## src/rtl/gstep_pkg.sv

```systemverilog
// Package gstep_pkg
// Shared state type and step function for the Gray-sequence stepper.
// Assumes a two-bit state whose encoding is also the visible count.
package gstep_pkg;

    typedef enum logic [1:0] {
        ST_00 = 2'b00,
        ST_01 = 2'b01,
        ST_11 = 2'b11,
        ST_10 = 2'b10
    } gstep_state_e;

    // Successor of a state in the Gray order.
    function automatic gstep_state_e gstep_next(input gstep_state_e cur);
        case (cur)
            ST_00:   return ST_01;
            ST_01:   return ST_11;
            ST_11:   return ST_10;
            default: return ST_00;
        endcase
    endfunction

endpackage

```

## src/rtl/gstep_tick_gen.sv

```systemverilog
// Module gstep_tick_gen
// Modulo-DIV_N counter that raises tick while its count sits at DIV_N-1.
// It counts only while run is high. Assumes DIV_N >= 1; DIV_N == 1 ties tick high.
module gstep_tick_gen #(
    parameter int DIV_N = 10
) (
    input  logic clk,
    input  logic rst_n,
    input  logic run,
    output logic tick
);

    localparam int CW   = (DIV_N > 1) ? $clog2(DIV_N) : 1;
    localparam int LAST = DIV_N - 1;

    generate
        if (DIV_N == 1) begin : g_tied
            assign tick = 1'b1;
        end else begin : g_count
            logic [CW-1:0] cnt_q;
            logic          at_last;

            assign at_last = (cnt_q == CW'(LAST));
            assign tick    = at_last;

            // Purpose: advance the modulo count while run is high; sync reset to zero.
            always_ff @(posedge clk) begin
                if (!rst_n) begin
                    cnt_q <= '0;
                end else if (run) begin
                    cnt_q <= at_last ? '0 : cnt_q + 1'b1;
                end
            end


            tick_hold_chk: assert property (@(posedge clk) disable iff (!rst_n)
                !run |=> $stable(cnt_q));


            tick_wrap_chk: assert property (@(posedge clk) disable iff (!rst_n)
                (run && tick) |=> (cnt_q == '0));
        end
    endgenerate

endmodule

```

## src/rtl/gstep_fsm.sv

```systemverilog
// Module gstep_fsm
// Two-bit Moore machine that takes one Gray step per cycle in which adv is high.
// Assumes adv is a one-cycle qualified pulse produced elsewhere.
module gstep_fsm
    import gstep_pkg::*;
(
    input  logic       clk,
    input  logic       rst_n,
    input  logic       adv,
    output logic [1:0] state_q,
    output logic       flag
);

    gstep_state_e st_q;

    // Purpose: hold or step the state; sync reset to 00.
    always_ff @(posedge clk) begin
        if (!rst_n) begin
            st_q <= ST_00;
        end else if (adv) begin
            st_q <= gstep_next(st_q);
        end
    end

    assign state_q = st_q;
    assign flag    = (st_q == ST_10);


    state_hold_chk: assert property (@(posedge clk) disable iff (!rst_n)
        !adv |=> $stable(state_q));


    one_bit_step_chk: assert property (@(posedge clk) disable iff (!rst_n)
        adv |=> ($countones(state_q ^ $past(state_q)) == 1));


    wrap_chk: assert property (@(posedge clk) disable iff (!rst_n)
        (adv && state_q == 2'b10) |=> (state_q == 2'b00));

endmodule

```

## src/rtl/gstep_counter.sv

```systemverilog
// Module gstep_counter
// Top level: a Gray-sequence stepper paced by a modulo-DIV_N tick on a single clock.
// Assumes DIV_N >= 1. Reset is synchronous and active low.
module gstep_counter #(
    parameter int DIV_N = 10
) (
    input  logic       clk,
    input  logic       rst_n,
    input  logic       run,
    output logic [1:0] gray_q,
    output logic       flag,
    output logic       tick
);

    logic adv;

    gstep_tick_gen #(.DIV_N(DIV_N)) u_tick (
        .clk   (clk),
        .rst_n (rst_n),
        .run   (run),
        .tick  (tick)
    );

    // Step qualifier: external run combined with the prescale tick.
    assign adv = run & tick;

    gstep_fsm u_fsm (
        .clk     (clk),
        .rst_n   (rst_n),
        .adv     (adv),
        .state_q (gray_q),
        .flag    (flag)
    );


    flag_entry_chk: assert property (@(posedge clk) disable iff (!rst_n)
        $rose(flag) |-> ($past(gray_q) == 2'b11));

endmodule

```

## config.mk

```make
export PLATFORM = sky130hd
export DESIGN_NAME = gstep_counter
export DESIGN_NICKNAME = d
export VERILOG_FILES = /design/src/rtl/gstep_pkg.sv /design/src/rtl/gstep_tick_gen.sv /design/src/rtl/gstep_fsm.sv /design/src/rtl/gstep_counter.sv
export SDC_FILE = /design/constraint.sdc
export NUM_CORES = 1
export LEC_CHECK = 0
export BUFFER_PORTS_ARGS = -buffer_cell sky130_fd_sc_hd__buf_2
export CORE_AREA = 2 2 39 41
export CTS_BUF_LIST = sky130_fd_sc_hd__clkbuf_2
export DETAILED_ROUTE_END_ITERATION = 10
export DIE_AREA = 0 0 41 43
export PLACE_DENSITY_LB_ADDON = 0.12
export SETUP_SLACK_MARGIN = 0.5
export SYNTH_ARGS = -nofsm -noshare
export SYNTH_HDL_FRONTEND = slang
export SYNTH_SLANG_ARGS = --single-unit
```

## constraint.sdc

```tcl
create_clock -name clk -period 1.9 [get_ports clk]
set_input_delay 0.285 -clock clk [delete_from_list [all_inputs] [get_ports clk]]
set_output_delay 0.285 -clock clk [all_outputs]
set_load 0.02 [all_outputs]
```

## Word-level counts from Yosys, hierarchy flattened

Index checks and enable logic that the tools add are counted.

- Flip-flop bits (word level): 6
- Output and inout port bits: 4
- Bits of input ports: 3

- Add/subtract/negate cells: 1
- Reductions and logical operators: 1
- Bitwise operators: 1
- Multiplexer cells: 2
- Equal/unequal tests: 4

Operator list:

| operator | count |
|---|---|
| 2-bit case mux with 3 select lines | 1 |
| 4-bit by 1-bit adder with 4-bit output, second input constant | 1 |
| 2-bit == test, second input constant | 2 |
| 4-bit == test, second input constant | 1 |
| 4-bit 2-to-1 mux | 1 |
| 2-bit by 1-bit == test with 1-bit output, second input constant | 1 |
| 2-bit logical NOT | 1 |
| 1-bit AND | 1 |

## Longest topological paths before layout

Gate-level depths: netlist (run 1).

- Word-level depth: 2
- Depth in mapped cells: 3

## Hierarchy

Synthesis (run 1) repeated with hierarchy kept, for this count alone.

- Cells, all modules: 29
- Area total of the unflattened synthesis: 279.0 sq um

Modules (own cells, without submodules):

| module | area an instance (sq um) | cells each | sequential area each (sq um) | instances |
|---|---|---|---|---|
| gstep_tick_gen | 190.2 | 20 | 80.1 | 1 |
| gstep_fsm | 82.6 | 8 | 40.0 | 1 |
| gstep_counter | 6.3 | 1 | 0.0 | 1 |

## Least setup slack after synthesis (run 1)

No wires, ideal clock.

- Path kind: register to output
- Start: register u_fsm.st_q[1], in the netlist u_fsm.state_q[1]
- End: output port flag
- Cell stages (with the launch flop): 2
- Path buffers: 0
- Data required time: 1.615 ns
- Data arrival time: 0.817 ns
- Setup slack: 0.798 ns
- Cells stage by stage: dfxtp_1 > nor2b_1

- Cells in the longest elaborated chain, start to end: 1

RTL lines:

| item | RTL line | RTL |
|---|---|---|
| from (decl) | gstep_fsm.sv:14 | `gstep_state_e st_q;` |
| from (signal assigned) | gstep_fsm.sv:21 | `st_q <= gstep_next(st_q);` |
| 2-bit == test | gstep_fsm.sv:26 | `assign flag = (st_q == ST_10);` |
| to (decl) | gstep_counter.sv:11 | `output logic flag,` |

Every way passes these cells.

## Worst setup path in the final report (run 1)

- Start: register u_tick.g_count.cnt_q[1]
- End: output port tick

- Cells in the longest elaborated chain, start to end: 1

RTL lines:

| item | RTL line | RTL |
|---|---|---|
| from (decl) | gstep_tick_gen.sv:20 | `logic [CW-1:0] cnt_q;` |
| from (signal assigned) | gstep_tick_gen.sv:31 | `cnt_q <= at_last ? '0 : cnt_q + 1'b1;` |
| 4-bit == test | gstep_tick_gen.sv:23 | `assign at_last = (cnt_q == CW'(LAST));` |
| to (decl) | gstep_counter.sv:12 | `output logic tick` |

Every way passes these cells.

==> results of run 1 <==
-- worst max path at each step --
| stage | cells after the start | end | from |
|---|---|---|---|
| 4_1_cts | 2 | tick | u_tick.g_count.cnt_q[1] |
| 3_5_place_dp | 2 | tick | u_tick.g_count.cnt_q[1] |
| 6_report | 2 | tick | u_tick.g_count.cnt_q[1] |
| 2_1_floorplan | 1 | flag | u_fsm.state_q[1] |
| 5_1_grt | 2 | tick | u_tick.g_count.cnt_q[3] |
| 3_3_place_gp | 2 | tick | u_tick.g_count.cnt_q[1] |
-- power groups by stage --
stage | registers, mW | logic, mW | clock network [mW]
floorplan | 0.137 | 0.0105 | 0
global placement | 0.138 | 0.0169 | 0
detailed placement | 0.138 | 0.0170 | 0
CTS | 0.136 | 0.0171 | 0.100
global route | 0.137 | 0.0196 | 0.106
finish | 0.137 | 0.0167 | 0.0922
-- cells in the mapped netlist --
| cell type | instances | area [sq um] |
|---|---|---|
| nand2_1 | 6 | 22.5 |
| and4b_1 | 1 | 10.0 |
| dfxtp_1 | 6 | 120 |
| nand2b_1 | 1 | 6.26 |
| inv_1 | 2 | 7.51 |
| a21boi_1 | 1 | 7.51 |
| a211o_2 | 1 | 10.0 |
| nor2b_1 | 1 | 6.26 |
| a21oi_1 | 2 | 10.0 |
| xor2_1 | 1 | 8.76 |
| o22ai_1 | 1 | 6.26 |
| and4bb_2 | 1 | 12.5 |
| xnor2_1 | 1 | 8.76 |
| mux2i_1 | 2 | 20.0 |
| and2_1 | 2 | 12.5 |
| nand3_1 | 1 | 5.00 |
| nand2_2 | 1 | 6.26 |
-- layout make-up --
| cell class | instances | area share [%] |
|---|---|---|
| tap | 16 | 5.76 |
| sequential | 6 | 35.3 |
| clock buffer | 3 | 4.32 |
| timing repair buffer | 6 | 8.63 |
| multi-input combinational | 23 | 43.9 |
| inverter | 2 | 2.16 |
-- repair_timing --
action	4_1_cts	5_1_grt
hold buffers	0	0
endpoints found under the setup margin	0	1
gates resized for setup	0	2
-- cell families after synthesis --
kind of cell	share of synthesized area, %
AO/OA/AOI/OAI	12.1
XOR/XNOR	6.25
buffers and inverters	2.68
flip-flops	42.9
multiplexers	7.14
AND/OR/NAND/NOR	29.0
-- sequential cells by signal (all words and copies together) (netlist names) --
| signal | flops |
|---|---|
| u_fsm.state_q | 2 |
| u_tick.g_count.cnt_q | 4 |
-- metal layers --
metal,vias to the layer above,track usage [%]
met5,-,0
met4,0,6.00
met3,2,9.42
met2,5,10.9
met1,107,8.04
li1,127,-
-- worst max-delay path, cell delays in order, from the launching register on --
cell      delay, ps
dfxtp_2         350
and4bb_2        310
buf_2           160
==> flow_summary_export.csv, run 1 <==
group,metric,value,unit
final_layout,syn2layout_area_growth,24.1,%
power,p_leak,0.159,nW
die,die_area,0.00176,sq mm
yosys,ys.warnings.count,0,
setup_path,rr_endpoint,"u_fsm.state_q[1]",
sta,finalCritPeriodShare,70.4,%
final_layout,fin_util,25.1,%
sta,hold_slack,369,ps
sta,tightest_slew,159,ps
final_layout,regArea,123,sq um
sta,setup_tns,0,ps
detailed_routing,ant_nets,0,
sta,final_hold_viol_count,0,
detailed_routing,vias,241,
yosys,avgSynthCellArea,9.04,sq um
setup_path,worstRegToRegCells,3,
detailed_routing,wl_per_cell,9.63,microns
clock_tree,cts_tree,"yes",
placed_design,place_inst,53,
sta,finClkSkew,5.96,ps
detailed_routing,drt_iter0_drc,3,
clock_tree,clkSinkCount,6,
detailed_routing,drt-met1-wl,226,microns
sta,timing.slew.headroom,89.4,%
power,finalPower,0.245,mW
clock_tree,numCtsBuffers,3,
die,start_util,20.3,%
placed_design,port_buffers,6,
setup_path,required,1620,ps
final_layout,fin_nets,45,
setup_path,worstSetupPathType,"reg -> out",
detailed_routing,route.detailed.drc,0,
sta,rsz0062_at_grt,"false",
final_layout,final_area,348,sq um
detailed_routing,wirelength,539,microns
yosys,synth-seq-area-share,42.9,%
clock_tree,clk_pin_slew,70,ps
die,num_io_pins,7,
final_layout,final_cell_mix,"nand2_1, buf_2, dfxtp_1, clkbuf_2",
sta,setup_viol,0,
sta,setup_slack,562,ps
setup_path,critPathMaxFanout,7,
global_route,grt_pass1_vias,217,
job,drv_cap,0,
die,rows,14,
placed_design,dp_hpwl,402,microns
detailed_routing,routed_via_density,4.30,
detailed_routing,drt_pre_antenna_iters,2,
power,ir_drop,304,uV
final_layout,multi_input_area,153,sq um
yosys,synth_cells,31,
power,pwr-share-clk,37.5,%
detailed_routing,met3_length,36,microns
final_layout,final_cells,56,
setup_path,r2r_setup_slack,910,ps
clock_tree,htreeDepth,1,
power,p_comb_share,6.8,%
clock_tree,postCtsSetupBuffers,0,
global_route,gr-usage-all-layers,8.73,%
setup_path,r2r_start,"u_tick.g_count.cnt_q[1]",
setup_path,worstSetupStartpointType,"flop",
global_route,grt_max_degree,9,
global_route,antenna_found_initial,0,
placed_design,dp_slack,784,ps
clock_tree,cts_max_path_buffers,2,
final_layout,drive_gt1_share,35.0,%
clock_tree,clk_latency,220,ps
power,switchingPower,0.0633,mW
yosys,syn-num-nets,34,
global_route,gr-total-overflow,0,
sta,fin_crit,1340,ps
die,dieHeight,43,microns
clock_tree,root_buffer,"clkbuf_2",
power,power_density,706,mW/mm^2
placed_design,gp_routability_congestion,0.599,
die,core_area,0.00138,sq mm
worst_hold_path,hold_end,"u_tick.g_count.cnt_q[1]",
final_layout,num_antenna_cells,0,
yosys,synth_cell_type_count,17,
worst_hold_path,whs_path_depth,2,
detailed_routing,wl_met2,266,microns
yosys,ys_ff_latch,6,
status,outcome,"finished clean",
detailed_routing,highest_layer,"met4",
placed_design,placed_area,330,sq um
setup_path,critical_path_arrival,1050,ps
sta,fmax,747,MHz
worst_hold_path,hold_path_class,"in -> reg",
setup_path,critPathCaptureType,"output port",
power,intPower,0.182,mW
global_route,grt_pass1_wl,890,microns
worst_hold_path,hold_start,"rst_n",
final_layout,filler_cell_count,164,
sta,slew_viol_final,0,
power,switching_share,25.8,%
yosys,syn_area,280,sq um
die,fp.dieW,41,microns
power,pwr-share-seq,55.6,%
Note: power is estimated with default switching activity, not from simulation.
==> run 2: changes to the inputs <==
clock period = 1.28 ns   (was 1.9 ns; I/O delays follow)
==> flow_summary_export.csv, run 2 (same netlist as run 1, synthesis figures left out) <==
group,metric,value,unit
clock_tree,cts_max_path_buffers,2,
worst_hold_path,whs_path_depth,2,
sta,setup_tns,0,ps
clock_tree,clkSinkCount,6,
setup_path,r2r_start,"u_tick.g_count.cnt_q[2]",
sta,fin_crit,1180,ps
sta,tightest_slew,137,ps
clock_tree,ctsHoldBuffers,0,
setup_path,cpLargestDelayFamily,"simple AND/OR/NAND/NOR gates",
status,outcome,"finished clean",
sta,setup_viol,0,
sta,finClkSkew,8.60,ps
setup_path,path_depth,2,
setup_path,critical_path_arrival,980,ps
clock_tree,root_buffer,"clkbuf_2",
placed_design,gp_routability_congestion,0.570,
setup_path,worstSetupStartpointType,"flop",
global_route,antenna_found_initial,0,
global_route,gr-usage-all-layers,10.7,%
die,fp.dieW,41,microns
sta,finalCritPeriodShare,91.9,%
sta,slew_viol_final,0,
setup_path,path_buf_inv,1,
global_route,gr-total-overflow,0,
sta,timing.slew.headroom,90.6,%
die,core_area,0.00138,sq mm
final_layout,fin_nets,49,
job,drv_cap,0,
sta,fmax,850,MHz
setup_path,startpoint,"u_tick.g_count.cnt_q[2]",
final_layout,syn2layout_area_growth,60.3,%
power,ir_drop,299,uV
clock_tree,cts_tree,"yes",
final_layout,largest_reg_flops,4,
setup_path,required,1090,ps
worst_hold_path,hold_path_class,"in -> reg",
die,num_io_pins,7,
final_layout,final_cell_mix,"nand2_1, buf_6, dfxtp_4, clkbuf_2, buf_4",
detailed_routing,wirelength,687,microns
setup_path,critPathCaptureType,"output port",
detailed_routing,route.detailed.drc,0,
final_layout,final_cells,60,
final_layout,num_antenna_cells,0,
sta,rsz0062_at_grt,"true",
power,p_leak,0.198,nW
clock_tree,htreeDepth,1,
final_layout,final_area,449,sq um
setup_path,worstRegToRegCells,4,
sta,hold_slack,275,ps
detailed_routing,vias,265,
detailed_routing,ant_nets,0,
placed_design,place_inst,53,
placed_design,placed_area,349,sq um
placed_design,port_buffers,6,
final_layout,regMostFlops,"u_tick.g_count.cnt_q",
sta,final_hold_viol_count,0,
die,rows,14,
final_layout,drive_gt1_share,59.1,%
setup_path,r2r_setup_slack,230,ps
die,dieHeight,43,microns
power,power_density,819,mW/mm^2
setup_path,crit_chain,"and4bb_4 -> buf_6",
setup_path,critPathMaxFanout,2,
global_route,grt_pass1_wl,1190,microns
detailed_routing,wl_per_cell,11.5,microns
setup_path,worstSetupPathType,"reg -> out",
global_route,grt_max_degree,9,
setup_path,rr_endpoint,"u_fsm.state_q[0]",
detailed_routing,drt_iter0_drc,0,
setup_path,slowest_delay,330,ps
die,start_util,20.3,%
detailed_routing,routed_via_density,4.42,
global_route,grt_pass1_vias,276,
setup_path,cp-endpoint,"tick",
clock_tree,clk_latency,220,ps
clock_tree,clk_pin_slew,70,ps
placed_design,dp_hpwl,460,microns
die,die_area,0.00176,sq mm
detailed_routing,drt_pre_antenna_iters,1,
setup_path,crit_slowest_cell,"and4bb_4",
clock_tree,numCtsBuffers,3,
## run 2: cell count changes in the layout (fill, tap and decap cells not counted), sizes merged
cell  before  now
buf        6   10
## run 2: metal layers
layer / vias up / track usage [%] / wire length, microns
met5: - / 0 / 0
met4: 0 / 4.00 / 0
met3: 0 / 6.28 / 24
met2: 3 / 18.1 / 404
met1: 130 / 9.68 / 258
li1: 132 / - / -
## run 2: area by class of cell
class                           instances  area [sq um]
Timing Repair Buffer                   10          88.8
Sequential cell                         6           138
Fill cell                             155           935
Multi-Input combinational cell         23           180
Tap cell                               16          20.0
Inverter                                2          7.51
Clock buffer                            3          15.0
## run 2: where the power goes
group | internal, mW | total, mW | switching [mW]
Sequential | 0.189 | 0.196 | 0.00757
Combinational | 0.0167 | 0.0351 | 0.0184
Clock | 0.0637 | 0.137 | 0.0729
Total | 0.269 | 0.368 | 0.0989
## run 2: per-stage QoR
stage | worst slack (ps) | total power, mW | utilization, %
global placement | 291 | 0.235 | 25.2
finish | 103 | 0.368 | 32.5
global route | 62.6 | 0.397 | 32.5
CTS | 93.5 | 0.377 | 31.0
detailed placement | 286 | 0.235 | 25.2
floorplan | 289 | 0.223 | -
## run 2: worst min-delay path by stage
stage	start	end	slack, ps
floorplan	rst_n	u_tick.g_count.cnt_q[0]	310
global placement	u_fsm.state_q[1]	u_fsm.state_q[1]	470
detailed placement	u_fsm.state_q[1]	u_fsm.state_q[1]	480
CTS	rst_n	u_tick.g_count.cnt_q[1]	260
global route	rst_n	u_tick.g_count.cnt_q[1]	270
finish	rst_n	u_tick.g_count.cnt_q[1]	280
## run 2: what timing repair did
action                     in CTS  in global routing
pin swaps                       0                  1
buffers inserted                3                  1
resized for setup              14                  4
gates cloned                    0                  0
setup endpoints to repair       9                 10
==> run 3: changes to the inputs <==
RECOVER_POWER = 50   (was not set)
==> flow_summary_export.csv, run 3 (same netlist as run 1, synthesis figures left out) <==
group,metric,value,unit
placed_design,place_inst,53,
power,intPower,0.270,mW
placed_design,gp_routability_congestion,0.570,
detailed_routing,wl_per_cell,11.5,microns
setup_path,required,1090,ps
clock_tree,cts_tree,"yes",
detailed_routing,drt_iter0_drc,2,
placed_design,dp_hpwl,460,microns
global_route,antenna_found_initial,0,
clock_tree,numCtsBuffers,3,
setup_path,critPathMaxFanout,2,
clock_tree,clk_pin_slew,70,ps
die,dieHeight,43,microns
worst_hold_path,hold_start,"rst_n",
die,start_util,20.3,%
worst_hold_path,hold_path_class,"in -> reg",
global_route,grt_max_degree,9,
final_layout,drive_gt1_share,52.3,%
global_route,grt_pass1_vias,276,
power,ir_drop,300,uV
power,p_comb_share,8.9,%
sta,fmax,850,MHz
setup_path,critical_path_arrival,990,ps
global_route,gr-total-overflow,0,
placed_design,port_buffers,6,
clock_tree,htreeDepth,1,
sta,slew_viol_final,0,
die,num_io_pins,7,
final_layout,final_cell_mix,"nand2_1, buf_6, clkbuf_2",
detailed_routing,route.detailed.drc,0,
setup_path,crit_slowest_cell,"and4bb_4",
die,rows,14,
sta,finalCritPeriodShare,92.0,%
clock_tree,cts_max_path_buffers,2,
power,p_leak,0.192,nW
sta,rsz0062_at_grt,"true",
status,outcome,"finished clean",
final_layout,fin_util,31.6,%
sta,fin_crit,1180,ps
final_layout,final_cells,60,
global_route,grt_pass1_wl,1190,microns
power,pwr-share-seq,53.9,%
setup_path,crit_chain,"and4bb_4 -> buf_6",
detailed_routing,routed_via_density,4.42,
detailed_routing,drt_pre_antenna_iters,2,
sta,final_hold_viol_count,0,
setup_path,worstSetupStartpointType,"flop",
sta,setup_tns,0,ps
sta,tightest_slew,249,ps
power,switching_share,26.8,%
power,power_density,841,mW/mm^2
final_layout,num_antenna_cells,0,
final_layout,fin_nets,49,
die,core_area,0.00138,sq mm
setup_path,slowest_delay,330,ps
clock_tree,ctsHoldBuffers,0,
job,drv_cap,0,
setup_path,worstSetupPathType,"reg -> out",
setup_path,r2r_start,"u_tick.g_count.cnt_q[1]",
sta,finClkSkew,8.03,ps
detailed_routing,wirelength,687,microns
clock_tree,clk_latency,220,ps
final_layout,syn2layout_area_growth,56.2,%
die,fp.dieW,41,microns
die,die_area,0.00176,sq mm
final_layout,largest_reg_flops,4,
detailed_routing,vias,265,
setup_path,critPathCaptureType,"output port",
setup_path,startpoint,"u_tick.g_count.cnt_q[2]",
sta,setup_viol,0,
sta,timing.slew.headroom,83.4,%
detailed_routing,ant_nets,0,
global_route,gr-usage-all-layers,10.7,%
power,switchingPower,0.0987,mW
clock_tree,root_buffer,"clkbuf_2",
power,pwr-share-clk,37.2,%
final_layout,regMostFlops,"u_tick.g_count.cnt_q",
clock_tree,clkSinkCount,6,
-- run 3: cell types whose count changed in the layout (fill, tap and decap cells not counted) --
cell and delta:
dfxtp_1 +2, dfxtp_4 -2, a21boi_0 +1, a21boi_1 -1
buf_4 -1, clkbuf_1 +1
-- run 3: timing repair --
action / in CTS / in global routing
setup endpoints to repair: 9 / 10
pin swaps: 0 / 1
gates resized for setup: 14 / 4
setup buffers: 3 / 1
hold endpoints to repair: 0 / 0
-- run 3: worst paths after layout --
path	end	slack (ps)	cells after the start
max	tick	100	2
min reg2reg	u_fsm.state_q[1]	500	2
min	u_tick.g_count.cnt_q[2]	280	2
max reg2reg	u_tick.g_count.cnt_q[2]	220	4
-- run 3: cell type report --
| cell class | instances | area [sq um] |
|---|---|---|
| fillers | 157 | 946 |
| multi-input cells | 23 | 180 |
| flip-flops and latches | 6 | 130 |
| repair buffers | 10 | 85.1 |
| well taps | 16 | 20.0 |
| clock buffers | 3 | 15.0 |
| inverters | 2 | 7.51 |
-- run 3: power groups by stage --
stage | Clock (mW) | Sequential (mW) | Combinational (mW)
floorplan | 0 | 0.206 | 0.0163
global placement | 0 | 0.208 | 0.0265
detailed placement | 0 | 0.209 | 0.0261
CTS | 0.144 | 0.198 | 0.0347
global route | 0.160 | 0.200 | 0.0381
finish | 0.137 | 0.198 | 0.0328
-- run 3: through the flow --
stage                     hold slack (ps)  setup WS [ps]  area, sq um  total power, mW
after floorplan                       314            289          299            0.223
after global placement                465            291          349            0.235
after detailed placement              482            286          349            0.235
after CTS                             265           93.5          429            0.377
after global routing                  279           62.4          438            0.398
final                                 281            103          438            0.368
-- run 3: per-layer routing --
| metal | part of all wire, % | up-vias | wire length [microns] | global-route usage [%] |
|---|---|---|---|---|
| met5 | 0 | - | 0 | 0 |
| met4 | 0 | 0 | 0 | 4.00 |
| met3 | 3.5 | 0 | 24 | 6.28 |
| met2 | 59 | 3 | 407 | 18.1 |
| met1 | 37 | 131 | 256 | 9.68 |
| li1 | - | 131 | - | - |
-- run 3: critical path, delay by kind of cell (launching register included) --
kind                   cells  cell delay (ps)
DFF                        1              320
and+or+nand+nor            1              330
buffers and inverters      1              110
